### src/rtl/asb_pkg.sv
package asb_pkg;
  localparam int STAT_W   = 8;
  localparam int FLAG_W   = 6;
  localparam int B_FILL   = 0;
  localparam int B_SHOCK  = 1;
  localparam int B_EMPTY  = 2;
  localparam int B_FULL   = 3;
  localparam int B_NEWFRM = 4;
  localparam int B_FRMERR = 5;
  // flags cleared by a completed serial read
  localparam logic [FLAG_W-1:0] RD_CLR_MASK = 6'b111010;
endpackage

### src/rtl/asb_sync_edge.sv
module asb_sync_edge #(
  parameter int STAGES = 2
) (
  input  logic clk,
  input  logic rst,
  input  logic din,
  output logic rise
);
  logic [STAGES:0] chain;

  always_ff @(posedge clk) begin
    if (rst) chain <= '0;
    else     chain <= {chain[STAGES-1:0], din};
  end

  always_ff @(posedge clk) begin
    if (rst) rise <= 1'b0;
    else     rise <= chain[STAGES-1] & ~chain[STAGES];
  end
endmodule

### src/rtl/asb_serial_out.sv
module asb_serial_out #(
  parameter int WIDTH = 8
) (
  input  logic             clk,
  input  logic             rst,
  input  logic             load,
  input  logic             shift,
  input  logic [WIDTH-1:0] par_in,
  output logic             ser_data,
  output logic [WIDTH-1:0] snap,
  output logic             done
);
  localparam int CNT_W = $clog2(WIDTH + 1);
  localparam logic [CNT_W-1:0] LAST = CNT_W'(WIDTH - 1);

  logic [WIDTH-1:0] shreg;
  logic [CNT_W-1:0] cnt;
  logic             active;

  always_ff @(posedge clk) begin
    if (rst) begin
      shreg  <= '0;
      snap   <= '0;
      cnt    <= '0;
      active <= 1'b0;
      done   <= 1'b0;
    end else begin
      done <= 1'b0;
      if (load) begin
        shreg  <= par_in;
        snap   <= par_in;
        cnt    <= '0;
        active <= 1'b1;
      end else if (shift && active) begin
        shreg <= {shreg[WIDTH-2:0], 1'b0};
        cnt   <= cnt + 1'b1;
        if (cnt == LAST) begin
          active <= 1'b0;
          done   <= 1'b1;
        end
      end
    end
  end

  assign ser_data = shreg[WIDTH-1];

  AST_CNT_BOUND: assert property (@(posedge clk) disable iff (rst)
    cnt <= CNT_W'(WIDTH)) else $error("shift count overrun");
  AST_LOAD_MSB: assert property (@(posedge clk) disable iff (rst)
    load |=> (ser_data == snap[WIDTH-1])) else $error("load msb");
endmodule

### src/rtl/asb_flag_bank.sv
module asb_flag_bank
  import asb_pkg::*;
(
  input  logic              clk,
  input  logic              rst,
  input  logic              sync_evt,
  input  logic              dec_frame,
  input  logic              int_frame,
  input  logic              full_now,
  input  logic              drain_evt,
  input  logic              dram_wr,
  input  logic              shock,
  input  logic              cmd_pfb,
  input  logic              cmd_flush,
  input  logic [FLAG_W-1:0] rd_clr,
  output logic [FLAG_W-1:0] flags
);
  logic [FLAG_W-1:0] set_v;
  logic [FLAG_W-1:0] clr_v;
  logic              refill;

  always_comb begin
    refill = dram_wr | cmd_pfb | cmd_flush;
    set_v = '0;
    clr_v = rd_clr;
    set_v[B_NEWFRM] = sync_evt;
    set_v[B_FRMERR] = (sync_evt & flags[B_NEWFRM]) | (dec_frame ^ int_frame);
    set_v[B_FULL]   = full_now;
    set_v[B_SHOCK]  = shock;
    set_v[B_EMPTY]  = drain_evt;
    clr_v[B_EMPTY]  = rd_clr[B_EMPTY] | refill;
    set_v[B_FILL]   = refill;
    clr_v[B_FILL]   = rd_clr[B_FILL] | (full_now & ~flags[B_FULL])
                      | (shock & ~flags[B_SHOCK]);
  end

  for (genvar i = 0; i < FLAG_W; i++) begin : g_flag
    if (i == B_FILL) begin : g_clr_wins
      always_ff @(posedge clk) begin
        if (rst) flags[i] <= 1'b0;
        else     flags[i] <= ~clr_v[i] & (set_v[i] | flags[i]);
      end
    end else begin : g_set_wins
      always_ff @(posedge clk) begin
        if (rst) flags[i] <= 1'b0;
        else     flags[i] <= set_v[i] | (flags[i] & ~clr_v[i]);
      end
    end
  end

  AST_NEWFRM_SET: assert property (@(posedge clk) disable iff (rst)
    sync_evt |=> flags[B_NEWFRM]) else $error("new frame");
  AST_FRAME_MISSED: assert property (@(posedge clk) disable iff (rst)
    (sync_evt && flags[B_NEWFRM]) |=> (flags[B_FRMERR] && flags[B_NEWFRM]))
    else $error("missed frame");
  AST_FRAME_MISMATCH: assert property (@(posedge clk) disable iff (rst)
    (dec_frame != int_frame) |=> flags[B_FRMERR]) else $error("mismatch");
  AST_FILL_CLEAR: assert property (@(posedge clk) disable iff (rst)
    (shock && !flags[B_SHOCK]) |=> !flags[B_FILL]) else $error("fill clr");
  AST_SET_WINS: assert property (@(posedge clk) disable iff (rst)
    (full_now && rd_clr[B_FULL]) |=> flags[B_FULL]) else $error("set wins");
endmodule

### src/rtl/asb_status_ctrl.sv
module asb_status_ctrl
  import asb_pkg::*;
#(
  parameter int LEVEL_W     = 6,
  parameter int SMALL_W     = 4,
  parameter int SYNC_STAGES = 2
) (
  input  logic               clk,
  input  logic               rst,
  input  logic               cfg_large,
  input  logic [LEVEL_W-1:0] fill_lvl,
  input  logic               sub_sync,
  input  logic               dec_frame,
  input  logic               int_frame,
  input  logic               dram_wr,
  input  logic               shock,
  input  logic               hold_mode,
  input  logic               cmd_pfb,
  input  logic               cmd_flush,
  input  logic               cmd_echo,
  input  logic               ser_clk,
  input  logic               ser_load,
  output logic [STAT_W-1:0]  status_word,
  output logic               ser_data,
  output logic               wr_resume
);
  localparam logic [LEVEL_W-1:0] FULL_SMALL = LEVEL_W'((1 << SMALL_W) - 1);
  localparam logic [LEVEL_W-1:0] FULL_LARGE = {LEVEL_W{1'b1}};

  logic [LEVEL_W-1:0] lvl_q;
  logic [1:0]         msb_q;
  logic [1:0]         msb_d;
  logic               full_now;
  logic               drain_evt;
  logic               load_rise;
  logic               clk_rise;
  logic               rd_done;
  logic [STAT_W-1:0]  snap;
  logic [FLAG_W-1:0]  rd_clr;
  logic [FLAG_W-1:0]  flags;
  logic [STAT_W-1:0]  snap_masked;

  always_comb begin
    full_now  = cfg_large ? (fill_lvl >= FULL_LARGE) : (fill_lvl >= FULL_SMALL);
    drain_evt = hold_mode && (fill_lvl == '0) && (lvl_q != '0);
    if (cfg_large)               msb_d = fill_lvl[LEVEL_W-1 -: 2];
    else if (fill_lvl > FULL_SMALL) msb_d = 2'b11;
    else                         msb_d = fill_lvl[SMALL_W-1 -: 2];
    snap_masked = snap & {2'b00, RD_CLR_MASK};
    rd_clr      = rd_done ? snap_masked[FLAG_W-1:0] : '0;
  end

  always_ff @(posedge clk) begin
    if (rst) begin
      lvl_q     <= '0;
      msb_q     <= '0;
      wr_resume <= 1'b1;
    end else begin
      lvl_q     <= fill_lvl;
      msb_q     <= msb_d;
      wr_resume <= ~(flags[B_EMPTY] & cmd_echo);
    end
  end

  asb_sync_edge #(.STAGES(SYNC_STAGES)) u_load_sync (
    .clk(clk), .rst(rst), .din(ser_load), .rise(load_rise));

  asb_sync_edge #(.STAGES(SYNC_STAGES)) u_clk_sync (
    .clk(clk), .rst(rst), .din(ser_clk), .rise(clk_rise));

  asb_flag_bank u_flags (
    .clk(clk), .rst(rst),
    .sync_evt(sub_sync), .dec_frame(dec_frame), .int_frame(int_frame),
    .full_now(full_now), .drain_evt(drain_evt),
    .dram_wr(dram_wr), .shock(shock),
    .cmd_pfb(cmd_pfb), .cmd_flush(cmd_flush),
    .rd_clr(rd_clr), .flags(flags));

  assign status_word = {msb_q, flags};

  asb_serial_out #(.WIDTH(STAT_W)) u_ser (
    .clk(clk), .rst(rst), .load(load_rise), .shift(clk_rise),
    .par_in(status_word), .ser_data(ser_data), .snap(snap), .done(rd_done));

  AST_WR_HOLD: assert property (@(posedge clk) disable iff (rst)
    (flags[B_EMPTY] && cmd_echo) |=> !wr_resume) else $error("wr hold");
  AST_WR_FREE: assert property (@(posedge clk) disable iff (rst)
    !flags[B_EMPTY] |=> wr_resume) else $error("wr free");
  AST_FULL_SET: assert property (@(posedge clk) disable iff (rst)
    full_now |=> status_word[B_FULL]) else $error("full");
  AST_EMPTY_SET: assert property (@(posedge clk) disable iff (rst)
    drain_evt |=> status_word[B_EMPTY]) else $error("empty");
endmodule

### config.mk
export PLATFORM = sky130hd
export DESIGN_NAME = asb_status_ctrl
export DESIGN_NICKNAME = d
export VERILOG_FILES = /design/src/rtl/asb_pkg.sv /design/src/rtl/asb_sync_edge.sv /design/src/rtl/asb_serial_out.sv /design/src/rtl/asb_flag_bank.sv /design/src/rtl/asb_status_ctrl.sv
export SDC_FILE = /design/constraint.sdc
export NUM_CORES = 1
export LEC_CHECK = 0
export BUFFER_PORTS_ARGS = -buffer_cell sky130_fd_sc_hd__buf_2
export CAP_MARGIN = 20
export CORE_ASPECT_RATIO = 0.7
export CORE_MARGIN = 1
export CORE_UTILIZATION = 53
export CTS_BUF_LIST = sky130_fd_sc_hd__clkbuf_4 sky130_fd_sc_hd__clkbuf_8 sky130_fd_sc_hd__clkbuf_16
export CTS_CLUSTER_DIAMETER = 40
export DETAILED_ROUTE_END_ITERATION = 12
export GPL_ROUTABILITY_DRIVEN = 0
export HOLD_SLACK_MARGIN = 0.02
export PLACE_DENSITY_LB_ADDON = 0.08
export REMOVE_ABC_BUFFERS = 1
export SETUP_SLACK_MARGIN = 0.2
export SLEW_MARGIN = 20
export SYNTH_ARGS = -nofsm -noshare
export SYNTH_HDL_FRONTEND = slang
export SYNTH_SLANG_ARGS = --single-unit
### constraint.sdc
create_clock -name clk -period 1.45 [get_ports clk]
set_clock_uncertainty 0.1 [all_clocks]
set_input_delay 0.29 -clock clk [delete_from_list [all_inputs] [get_ports clk]]
set_output_delay 0.29 -clock clk [all_outputs]
set_load 0.1 [all_outputs]
==> results of run 1 <==
## power by group
part           leakage, nW  internal (mW)  total (mW)  switching, mW
clock               0.0484          0.352       0.730          0.378
sequential           0.341           1.17        1.20         0.0348
combinational        0.465          0.142       0.339          0.197
total                0.854           1.66        2.27          0.610
## Yosys cell counts
master,number,share of area (%)
a211oi_1,8,3.9
a21oi_1,7,2.3
a221oi_1,2,1.2
a22o_1,1,0.58
and3_1,7,2.9
buf_2,5,1.6
clkbuf_1,3,0.74
clkbuf_2,1,0.33
dfxtp_1,41,54
ha_1,1,0.82
inv_1,2,0.49
mux2i_1,4,2.6
nand2_1,10,2.5
nand3_1,4,1.3
nand3b_1,3,1.5
nand4_1,1,0.41
nand4b_1,1,0.58
nor2_1,14,3.5
nor2b_1,20,8.2
nor3_1,7,2.3
nor3_2,1,0.66
nor4_2,1,0.82
nor4b_1,1,0.58
o21a_1,1,0.49
o21ai_0,1,0.33
o21ai_1,1,0.33
o21ba_2,2,1.3
o21bai_1,1,0.49
or2_1,1,0.41
or3_1,1,0.41
or4_4,1,0.74
xor2_1,3,1.7
## worst min-delay path by stage
| stage | startpoint | to | slack, ns |
|---|---|---|---|
| after floorplan | rst | u_flags.flags[3] | 0.26 |
| after global placement | u_clk_sync.chain[2] | u_clk_sync.rise | 0.27 |
| after detailed placement | u_clk_sync.chain[2] | u_clk_sync.rise | 0.28 |
| after CTS | cmd_echo | wr_resume | 0.07 |
| after global routing | cmd_echo | wr_resume | 0.09 |
| final | cmd_echo | wr_resume | 0.1 |
## metal layers
layer,GRT usage (%),part of all wire [%]
met3,9.95,5.9
met5,0,0
met4,7.66,0.76
met2,34.3,47
met1,27.1,46
## state kept, by name (all words and copies together), names as in the netlist
signal and count:
lvl_q 6, u_ser.cnt 4, u_flags.flags 6, u_ser.shreg 8
u_ser.done 1, u_load_sync.chain 3, u_load_sync.rise 1, u_ser.snap 4
msb_q 2, u_clk_sync.chain 3, u_clk_sync.rise 1, wr_resume 1
u_ser.active 1
## through the flow
stage / setup TNS [ns] / area, sq um / power (mW) / setup WS, ns / hold WS (ns)
6_report: 0 / 2040 / 2.27 / 0.204 / 0.0956
5_1_grt: 0 / 2040 / 2.35 / 0.184 / 0.0937
4_1_cts: 0 / 1960 / 2.27 / 0.166 / 0.0749
3_5_place_dp: 0 / 1860 / 1.55 / 0.187 / 0.277
3_3_place_gp: 0 / 1860 / 1.54 / 0.223 / 0.272
2_1_floorplan: -0.262 / 1480 / 1.40 / -0.218 / 0.259
## area by class of cell
type	count	share of cell area [%]
clock inverter	2	0.490
clock buffer	6	3.74
inverter	2	0.368
sequential	41	41.7
tap	34	2.08
multi-input combinational	105	32.8
timing repair buffer	41	18.9
## kinds of logic (layout without fill, tap and decap cells)
logic type,after synthesis,count (layout),synth area share (%)
xor+xnor,3,3,1.73
buf+inv,11,51,3.21
mux,4,4,2.63
compound gates,24,24,10.9
fa+ha+maj,1,1,0.822
flops,41,41,53.9
simple gates,73,73,26.7
## timing repair
item,CTS,global route
buffers inserted,0,5
pin swaps,0,0
hold buffers,0,0
setup endpoints to repair,14,14
resized for setup,13,13
==> flow_metrics.env, run 1 <==
export IMPL_clock_latency_ns=0.30
export IMPL_drc=0
export IMPL_ys_ff_latch=41
export IMPL_final_common_cell="dfxtp_1"
export IMPL_n_antenna_cell=0
export IMPL_synth_cell_type_count=32
export IMPL_p_per_area_nw_per_um2=1110
export IMPL_drt_pass1_iter_count=4
export IMPL_hold_viol=0
export IMPL_ir_worst_vdd_mv=0.780
export IMPL_dieWidth_um=66.0
export IMPL_crit_family="flip-flops"
export IMPL_utilization_pct=78.8
export IMPL_r2r_cells=3
export IMPL_mostFrequentLayoutCells="dfxtp_1, nor2b_1, buf_2"
export IMPL_timing_rr_end="u_flags.flags[2]"
export IMPL_final_net_count=217
export IMPL_num_vias=1240
export IMPL_postRouteAntennaNets=0
export IMPL_worstPathArrival_ns=0.86
export IMPL_cts_num_sinks=41
export IMPL_crit_end="status_word[0]"
export IMPL_dr_first_iter_drc_count=55
export IMPL_cts_made_buffers=5
export IMPL_finalNonFillerCells=231
export IMPL_power_leakage_nw=0.854
export IMPL_yosysSeqAreaShare_pct=53.9
export IMPL_syn_to_final_growth_pct=34.2
export IMPL_slowest_delay_ns=0.38
export IMPL_path_cells="buf_12"
export IMPL_grt_pass1_vias=1043
export IMPL_clk_pin_slew_ns=0.08
export IMPL_cp_depth=1
export IMPL_final_max_slew_violation_count=0
export IMPL_cp_num_buf_inv=1
export IMPL_grt_pass1_wl_mm=4.74
export IMPL_multi_input_area_sq_um=669
export IMPL_grt_antenna_before_repair=0
export IMPL_die_h_um=46.8
export IMPL_numPortBuffers=29
export IMPL_cts_tree="yes"
export IMPL_critPathLaunchType="flip-flop"
export IMPL_dp_hpwl_mm=2.11
export IMPL_status="finished clean"
export IMPL_critPathMaxFanout=3
export IMPL_wl_per_cell_um=13.7
export IMPL_root_buffer="clkbuf_8"
export IMPL_clock_fmax_mhz=803
export IMPL_drive_gt1_share_pct=35.0
export IMPL_worstMarginPinSlew_ns=0.259
export IMPL_grt_max_degree=16
export IMPL_fin_crit_sh_pct=85.9
export IMPL_netlist_instances=157
export IMPL_required_ns=1.06
export IMPL_wl_mm=3.15
export IMPL_grt_ovfl_total=0
export IMPL_setup_viol=0
export IMPL_initial_core_util_pct=58.7
export IMPL_yosys_warnings=0
export IMPL_boundaryPins=30
export IMPL_cap_viol_max_count=0
export IMPL_track_usage_pct=21.8
export IMPL_cp_end_kind="primary output"
export IMPL_crit_path_start="u_flags.flags[0]"
export IMPL_ff_latch_area_sq_um=851
export IMPL_dpl_cell_count=218
export IMPL_min_path_cells=2
export IMPL_r2r_start="lvl_q[3]"
export IMPL_syn_avg_cell_area_sq_um=9.69
export IMPL_ff2ff_setup_slack_ns=0.24
export IMPL_rsz0062_at_grt="true"
export IMPL_netlist_area_sq_um=1520
export IMPL_nFillCells=169
export IMPL_via_per_inst=5.37
export IMPL_crit_type="flip-flop to primary output"
export IMPL_slew_limit_headroom_pct=82.5
export IMPL_clockBufferDepth=2
export IMPL_period_minus_slack_ns=1.25
export IMPL_core_sq_um=2590
export IMPL_num_rows=15
export IMPL_hold_path_class="input pin to flip-flop"
export IMPL_cp_slowest_cell="dfxtp_4"
export IMPL_dieArea_sq_um=3090
export IMPL_htree_levels=2
No activity file was read; power rests on OpenSTA's default activity.
==> inputs of run 2 (changes only) <==
--- a/config.mk
+++ b/config.mk
@@ -9,7 +9,7 @@
 export CAP_MARGIN = 20
 export CORE_ASPECT_RATIO = 0.7
 export CORE_MARGIN = 1
-export CORE_UTILIZATION = 53
+export CORE_UTILIZATION = 31
 export CTS_BUF_LIST = sky130_fd_sc_hd__clkbuf_4 sky130_fd_sc_hd__clkbuf_8 sky130_fd_sc_hd__clkbuf_16
 export CTS_CLUSTER_DIAMETER = 40
 export DETAILED_ROUTE_END_ITERATION = 12
==> run 2 against run 1 <==
Effect of this change: wire length shrank 0.41%; design area increased by 2.7%; via count shrank 2.7%; worst hold slack lost 0.023 ns; register-to-register slack barely moved; non-clock buffer count stayed put; first-iteration DRC count is 18% higher; clock power rose by 10%; final cell count rose by 14%; combinational power grew 2%; critical endpoint is now status_word[1]; largest cell class unchanged.
==> flow_metrics.env, run 2 (same netlist as run 1, synthesis figures left out) <==
export IMPL_grt_ovfl_total=0
export IMPL_cts_hold_buf=0
export IMPL_grt_pass1_vias=1119
export IMPL_p_per_area_nw_per_um2=1120
export IMPL_worstPathArrival_ns=0.85
export IMPL_cp_end_kind="primary output"
export IMPL_clockBufferDepth=2
export IMPL_critPathMaxFanout=4
export IMPL_n_antenna_cell=0
export IMPL_min_path_cells=2
export IMPL_finalPower_mw=2.35
export IMPL_postRouteAntennaNets=0
export IMPL_path_cells="buf_12"
export IMPL_placed_area_sq_um=1900
export IMPL_top_register="u_ser.shreg"
export IMPL_grt_pass1_wl_mm=5.35
export IMPL_utilization_pct=46.3
export IMPL_drive_gt1_share_pct=33.0
export IMPL_whs_endpoint="wr_resume"
export IMPL_rsz0062_at_grt="true"
export IMPL_dr_first_iter_drc_count=65
export IMPL_cp_slowest_cell="dfxtp_4"
export IMPL_clock_fmax_mhz=808
export IMPL_cp_num_buf_inv=1
export IMPL_drc=0
export IMPL_num_vias=1206
export IMPL_syn_to_final_growth_pct=37.8
export IMPL_required_ns=1.06
export IMPL_largestRegisters="u_ser.shreg x8, lvl_q x6, u_flags.flags x6"
export IMPL_cts_num_sinks=41
export IMPL_worstMarginPinSlew_ns=0.360
export IMPL_wl_mm=3.14
export IMPL_dieArea_sq_um=5200
export IMPL_finalNonFillerCells=263
export IMPL_setup_viol=0
export IMPL_numPortBuffers=29
export IMPL_slew_limit_headroom_pct=76.0
export IMPL_crit_type="flip-flop to primary output"
export IMPL_dieWidth_um=85.7
export IMPL_r2r_cells=3
export IMPL_timing_rr_end="u_flags.flags[2]"
export IMPL_slowest_delay_ns=0.38
export IMPL_mostFrequentLayoutCells="dfxtp_1, nor2b_1, buf_2"
export IMPL_cap_viol_max_count=0
export IMPL_min_delay_start="cmd_echo"
export IMPL_drt_pass1_iter_count=4
export IMPL_hold_viol=0
export IMPL_grt_antenna_before_repair=0
export IMPL_final_net_count=217
export IMPL_dpl_cell_count=249
export IMPL_grt_max_degree=24
export IMPL_final_max_slew_violation_count=0
export IMPL_wl_per_cell_um=11.9
export IMPL_nFillCells=414
export IMPL_setup_tns_ns=0
export IMPL_power_leakage_nw=0.846
export IMPL_r2r_start="lvl_q[3]"
export IMPL_fin_crit_sh_pct=85.4
export IMPL_final_common_cell="dfxtp_1"
export IMPL_ff2ff_setup_slack_ns=0.25
export IMPL_ir_worst_vdd_mv=0.447
export IMPL_cts_tree="yes"
export IMPL_hold_path_class="input pin to flip-flop"
export IMPL_via_per_inst=4.59
export IMPL_core_sq_um=4530
export IMPL_largest_register_ff_count=8
export IMPL_crit_family="flip-flops"
export IMPL_dp_hpwl_mm=2.25
export IMPL_status="finished clean"
export IMPL_num_rows=20
export IMPL_track_usage_pct=13.8
export IMPL_die_h_um=60.6
export IMPL_design_area_sq_um=2100
export IMPL_initial_core_util_pct=33.6
export IMPL_critPathLaunchType="flip-flop"
export IMPL_cts_made_buffers=5
export IMPL_boundaryPins=30
export IMPL_clock_latency_ns=0.29
export IMPL_clk_pin_slew_ns=0.08
export IMPL_root_buffer="clkbuf_8"
export IMPL_period_minus_slack_ns=1.24
export IMPL_htree_levels=2
-- run 2: how the worst max path moves through the flow --
stage | start | endpoint | slack, ns | cells past startpoint
after global placement | rst | u_flags.flags[0] | 0.14 | 4
after CTS | wr_resume | wr_resume | 0.16 | 1
after global routing | u_clk_sync.rise | u_ser.shreg[7] | 0.15 | 4
after detailed placement | rst | u_flags.flags[0] | 0.15 | 4
final | u_flags.flags[1] | status_word[1] | 0.21 | 1
after floorplan | u_flags.flags[1] | u_flags.flags[0] | -0.22 | 3
-- run 2: power breakdown --
part | total (mW) | switching [mW] | leakage (nW) | internal (mW)
Clock | 0.806 | 0.376 | 0.0542 | 0.430
Combinational | 0.347 | 0.202 | 0.451 | 0.145
Sequential | 1.20 | 0.0323 | 0.340 | 1.16
Total | 2.35 | 0.610 | 0.846 | 1.74
-- run 2: cell type report --
class	instances	area, sq um	area share (%)
Inverter	2	7.51	0.358
Tap cell	66	82.6	3.94
Clock buffer	7	96.3	4.59
Clock inverter	1	5.00	0.239
Timing Repair Buffer	41	398	19.0
Sequential cell	41	853	40.7
Multi-Input combinational cell	105	654	31.2
-- run 2: what timing repair did --
item / 4_1_cts / 5_1_grt
gates resized for setup: 15 / 8
setup buffers: 2 / 4
pin swaps: 0 / 0
setup endpoints to repair: 11 / 17
cloned: 0 / 0
-- run 2: through the flow --
stage	hold WS, ns	setup slack [ns]
final	0.0726	0.212
after global routing	0.0795	0.153
after CTS	0.0711	0.160
after detailed placement	0.276	0.145
after global placement	0.271	0.140
after floorplan	0.259	-0.218
-- run 2: metal layers --
layer | share of wire (%) | GRT usage (%) | wire length [um] | vias to the layer above
met2 | 39 | 19.5 | 1230 | 43
met3 | 7.3 | 4.63 | 230 | 5
li1 | - | - | - | 618
met5 | 0 | 0 | 0 | -
met1 | 52 | 19.2 | 1640 | 540
met4 | 1.2 | 6.43 | 37 | 0
==> inputs of run 3 (changes only) <==
--- a/config.mk
+++ b/config.mk
@@ -5,6 +5,7 @@
 export SDC_FILE = /design/constraint.sdc
 export NUM_CORES = 1
 export LEC_CHECK = 0
+export ABC_AREA = 1
 export BUFFER_PORTS_ARGS = -buffer_cell sky130_fd_sc_hd__buf_2
 export CAP_MARGIN = 20
 export CORE_ASPECT_RATIO = 0.7
==> run 3 against run 2 <==
Effect of this change: sequential share of layout area increased by 0.089 points; wire length decreased by 0.92%; synthesized cell count increased by 30%.
==> flow_metrics.env, run 3 <==
export IMPL_status="finished clean"
export IMPL_clockBufferDepth=2
export IMPL_crit_end="status_word[0]"
export IMPL_die_h_um=61.2
export IMPL_cts_tree="yes"
export IMPL_crit_path_start="u_flags.flags[0]"
export IMPL_grt_antenna_before_repair=0
export IMPL_wl_per_cell_um=9.94
export IMPL_numPortBuffers=29
export IMPL_ir_worst_vdd_mv=0.541
export IMPL_syn_avg_cell_area_sq_um=7.61
export IMPL_period_minus_slack_ns=1.22
export IMPL_cp_depth=1
export IMPL_num_rows=21
export IMPL_clock_fmax_mhz=818
export IMPL_yosys_warnings=0
export IMPL_slowest_delay_ns=0.38
export IMPL_ff2ff_setup_slack_ns=0.30
export IMPL_syn_to_final_growth_pct=34.2
export IMPL_hold_path_class="input pin to flip-flop"
export IMPL_cts_hold_buf=0
export IMPL_synthArstFlopShare_pct=0
export IMPL_initial_core_util_pct=32.3
export IMPL_wl_mm=3.11
export IMPL_htree_levels=2
export IMPL_netlist_area_sq_um=1550
export IMPL_worstPathArrival_ns=0.83
export IMPL_final_common_cell="inv_1"
export IMPL_holdWs_ns=0.0809
export IMPL_drive_gt1_share_pct=26.6
export IMPL_largestRegisters="u_ser.shreg x8, lvl_q x6, u_flags.flags x6"
export IMPL_top_register="u_ser.shreg"
export IMPL_nFillCells=498
export IMPL_cp_slowest_cell="dfxtp_4"
export IMPL_setup_tns_ns=0
export IMPL_synth_edf_count=0
export IMPL_netlist_instances=204
export IMPL_rsz0062_at_grt="true"
export IMPL_placed_area_sq_um=1910
export IMPL_mostFrequentLayoutCells="inv_1, nand2_1, dfxtp_1"
export IMPL_hold_viol=0
export IMPL_dpl_cell_count=300
export IMPL_critPathLaunchType="flip-flop"
export IMPL_path_cells="buf_12"
export IMPL_required_ns=1.06
export IMPL_dp_hpwl_mm=2.33
export IMPL_utilization_pct=43.3
export IMPL_dieWidth_um=86.6
export IMPL_clock_latency_ns=0.29
export IMPL_cts_made_buffers=5
export IMPL_cp_end_kind="primary output"
export IMPL_final_net_count=264
export IMPL_largest_register_ff_count=8
export IMPL_netlist_top_cells_count="dfxtp_1, inv_1, nand2_1, nor2_1, a21oi_1"
export IMPL_design_area_sq_um=2080
export IMPL_drt_pass1_iter_count=4
export IMPL_drc=0
export IMPL_yosysMostFrequentCell="dfxtp_1"
export IMPL_yosysSeqAreaShare_pct=52.9
export IMPL_finalNonFillerCells=313
export IMPL_postRouteAntennaNets=0
export IMPL_r2r_cells=4
export IMPL_worstMarginPinSlew_ns=0.306
export IMPL_yosysTopAreaCell="dfxtp_1"
export IMPL_synth_cell_type_count=22
export IMPL_synthTopCellsByArea="dfxtp_1, inv_1, nand2_1"
export IMPL_grt_max_degree=17
export IMPL_dr_first_iter_drc_count=50
export IMPL_crit_type="flip-flop to primary output"
export IMPL_ys_ff_latch=41
export IMPL_cts_num_sinks=41
export IMPL_grt_pass1_vias=1157
export IMPL_timing_rr_end="u_ser.shreg[3]"
export IMPL_grt_ovfl_total=0
export IMPL_fin_crit_sh_pct=84.3
export IMPL_core_sq_um=4810
export IMPL_pre_cts_ws_ns=0.182
export IMPL_via_per_inst=4.14
export IMPL_r2r_start="u_load_sync.rise"
export IMPL_crit_family="flip-flops"
export IMPL_cap_viol_max_count=0
export IMPL_min_path_cells=2
export IMPL_grt_pass1_wl_mm=5.37
export IMPL_num_vias=1296
export IMPL_boundaryPins=30
export IMPL_final_max_slew_violation_count=0
export IMPL_track_usage_pct=13.7
export IMPL_setup_viol=0
export IMPL_clk_pin_slew_ns=0.07
export IMPL_critPathMaxFanout=3
export IMPL_dieArea_sq_um=5300
export IMPL_finalPower_mw=2.25
export IMPL_slew_limit_headroom_pct=79.6
export IMPL_ys_flop_type="dfxtp_1"
export IMPL_n_antenna_cell=0
export IMPL_power_leakage_nw=0.961
export IMPL_setup_ws_ns=0.228
export IMPL_root_buffer="clkbuf_8"
export IMPL_synth_top_area_share_pct=52.9
export IMPL_p_per_area_nw_per_um2=1080
export IMPL_cp_num_buf_inv=1
==> run 3: cell types whose count changed after synthesis, moves of 6 or more <==
cell / before / now
and3_1: 7 / 0
nor2_1: 14 / 28
nand2_1: 10 / 37
o21ai_0: 1 / 7
nor2b_1: 20 / 0
a211oi_1: 8 / 1
a21oi_1: 7 / 21
inv_1: 2 / 38
==> run 3: kinds of logic (layout without fill, tap and decap cells) <==
| family | count (synthesis) | after routing | synth area share, % |
|---|---|---|---|
| flops | 41 | 41 | 52.9 |
| fa+ha+maj | 1 | 1 | 0.806 |
| xor+xnor | 1 | 1 | 0.564 |
| simple gates | 79 | 79 | 20.8 |
| buf+inv | 45 | 85 | 11.7 |
| compound gates | 37 | 37 | 13.3 |
==> run 3: worst min-delay path by stage <==
stage / startpoint / to / slack [ns]
finish: cmd_echo / wr_resume / 0.08
global route: cfg_large / msb_q[0] / 0.09
CTS: cmd_echo / wr_resume / 0.08
floorplan: rst / u_ser.shreg[5] / 0.25
detailed placement: u_clk_sync.chain[2] / u_clk_sync.rise / 0.28
global placement: u_load_sync.chain[2] / u_load_sync.rise / 0.28
==> run 3: power breakdown <==
group / internal (mW) / switching [mW]
logic: 0.125 / 0.207
registers: 1.16 / 0.0275
clock network: 0.352 / 0.373
total: 1.64 / 0.608
==> run 3: cell type report <==
class / count / area [sq um] / share of cell area (%)
tap: 69 / 86.3 / 4.14
timing repair buffer: 37 / 355 / 17.1
sequential: 41 / 850 / 40.8
inverter: 40 / 150 / 7.21
clock inverter: 2 / 10.0 / 0.480
clock buffer: 6 / 76.3 / 3.66
multi-input combinational: 118 / 556 / 26.7
==> run 3: repair_timing <==
| action | CTS | global route |
|---|---|---|
| pin swaps | 0 | 0 |
| resized for setup | 14 | 9 |
| buffers inserted | 0 | 5 |
| setup endpoints to repair | 10 | 20 |
==> run 3: per-layer routing <==
layer  share of wire (%)  GRT usage, %  vias to the layer above
met5                   0             0                        -
met4                 1.2          5.71                        0
met3                 3.6          4.02                        5
met2                  38          19.5                       23
met1                  57          19.3                      557
li1                    -             -                      711
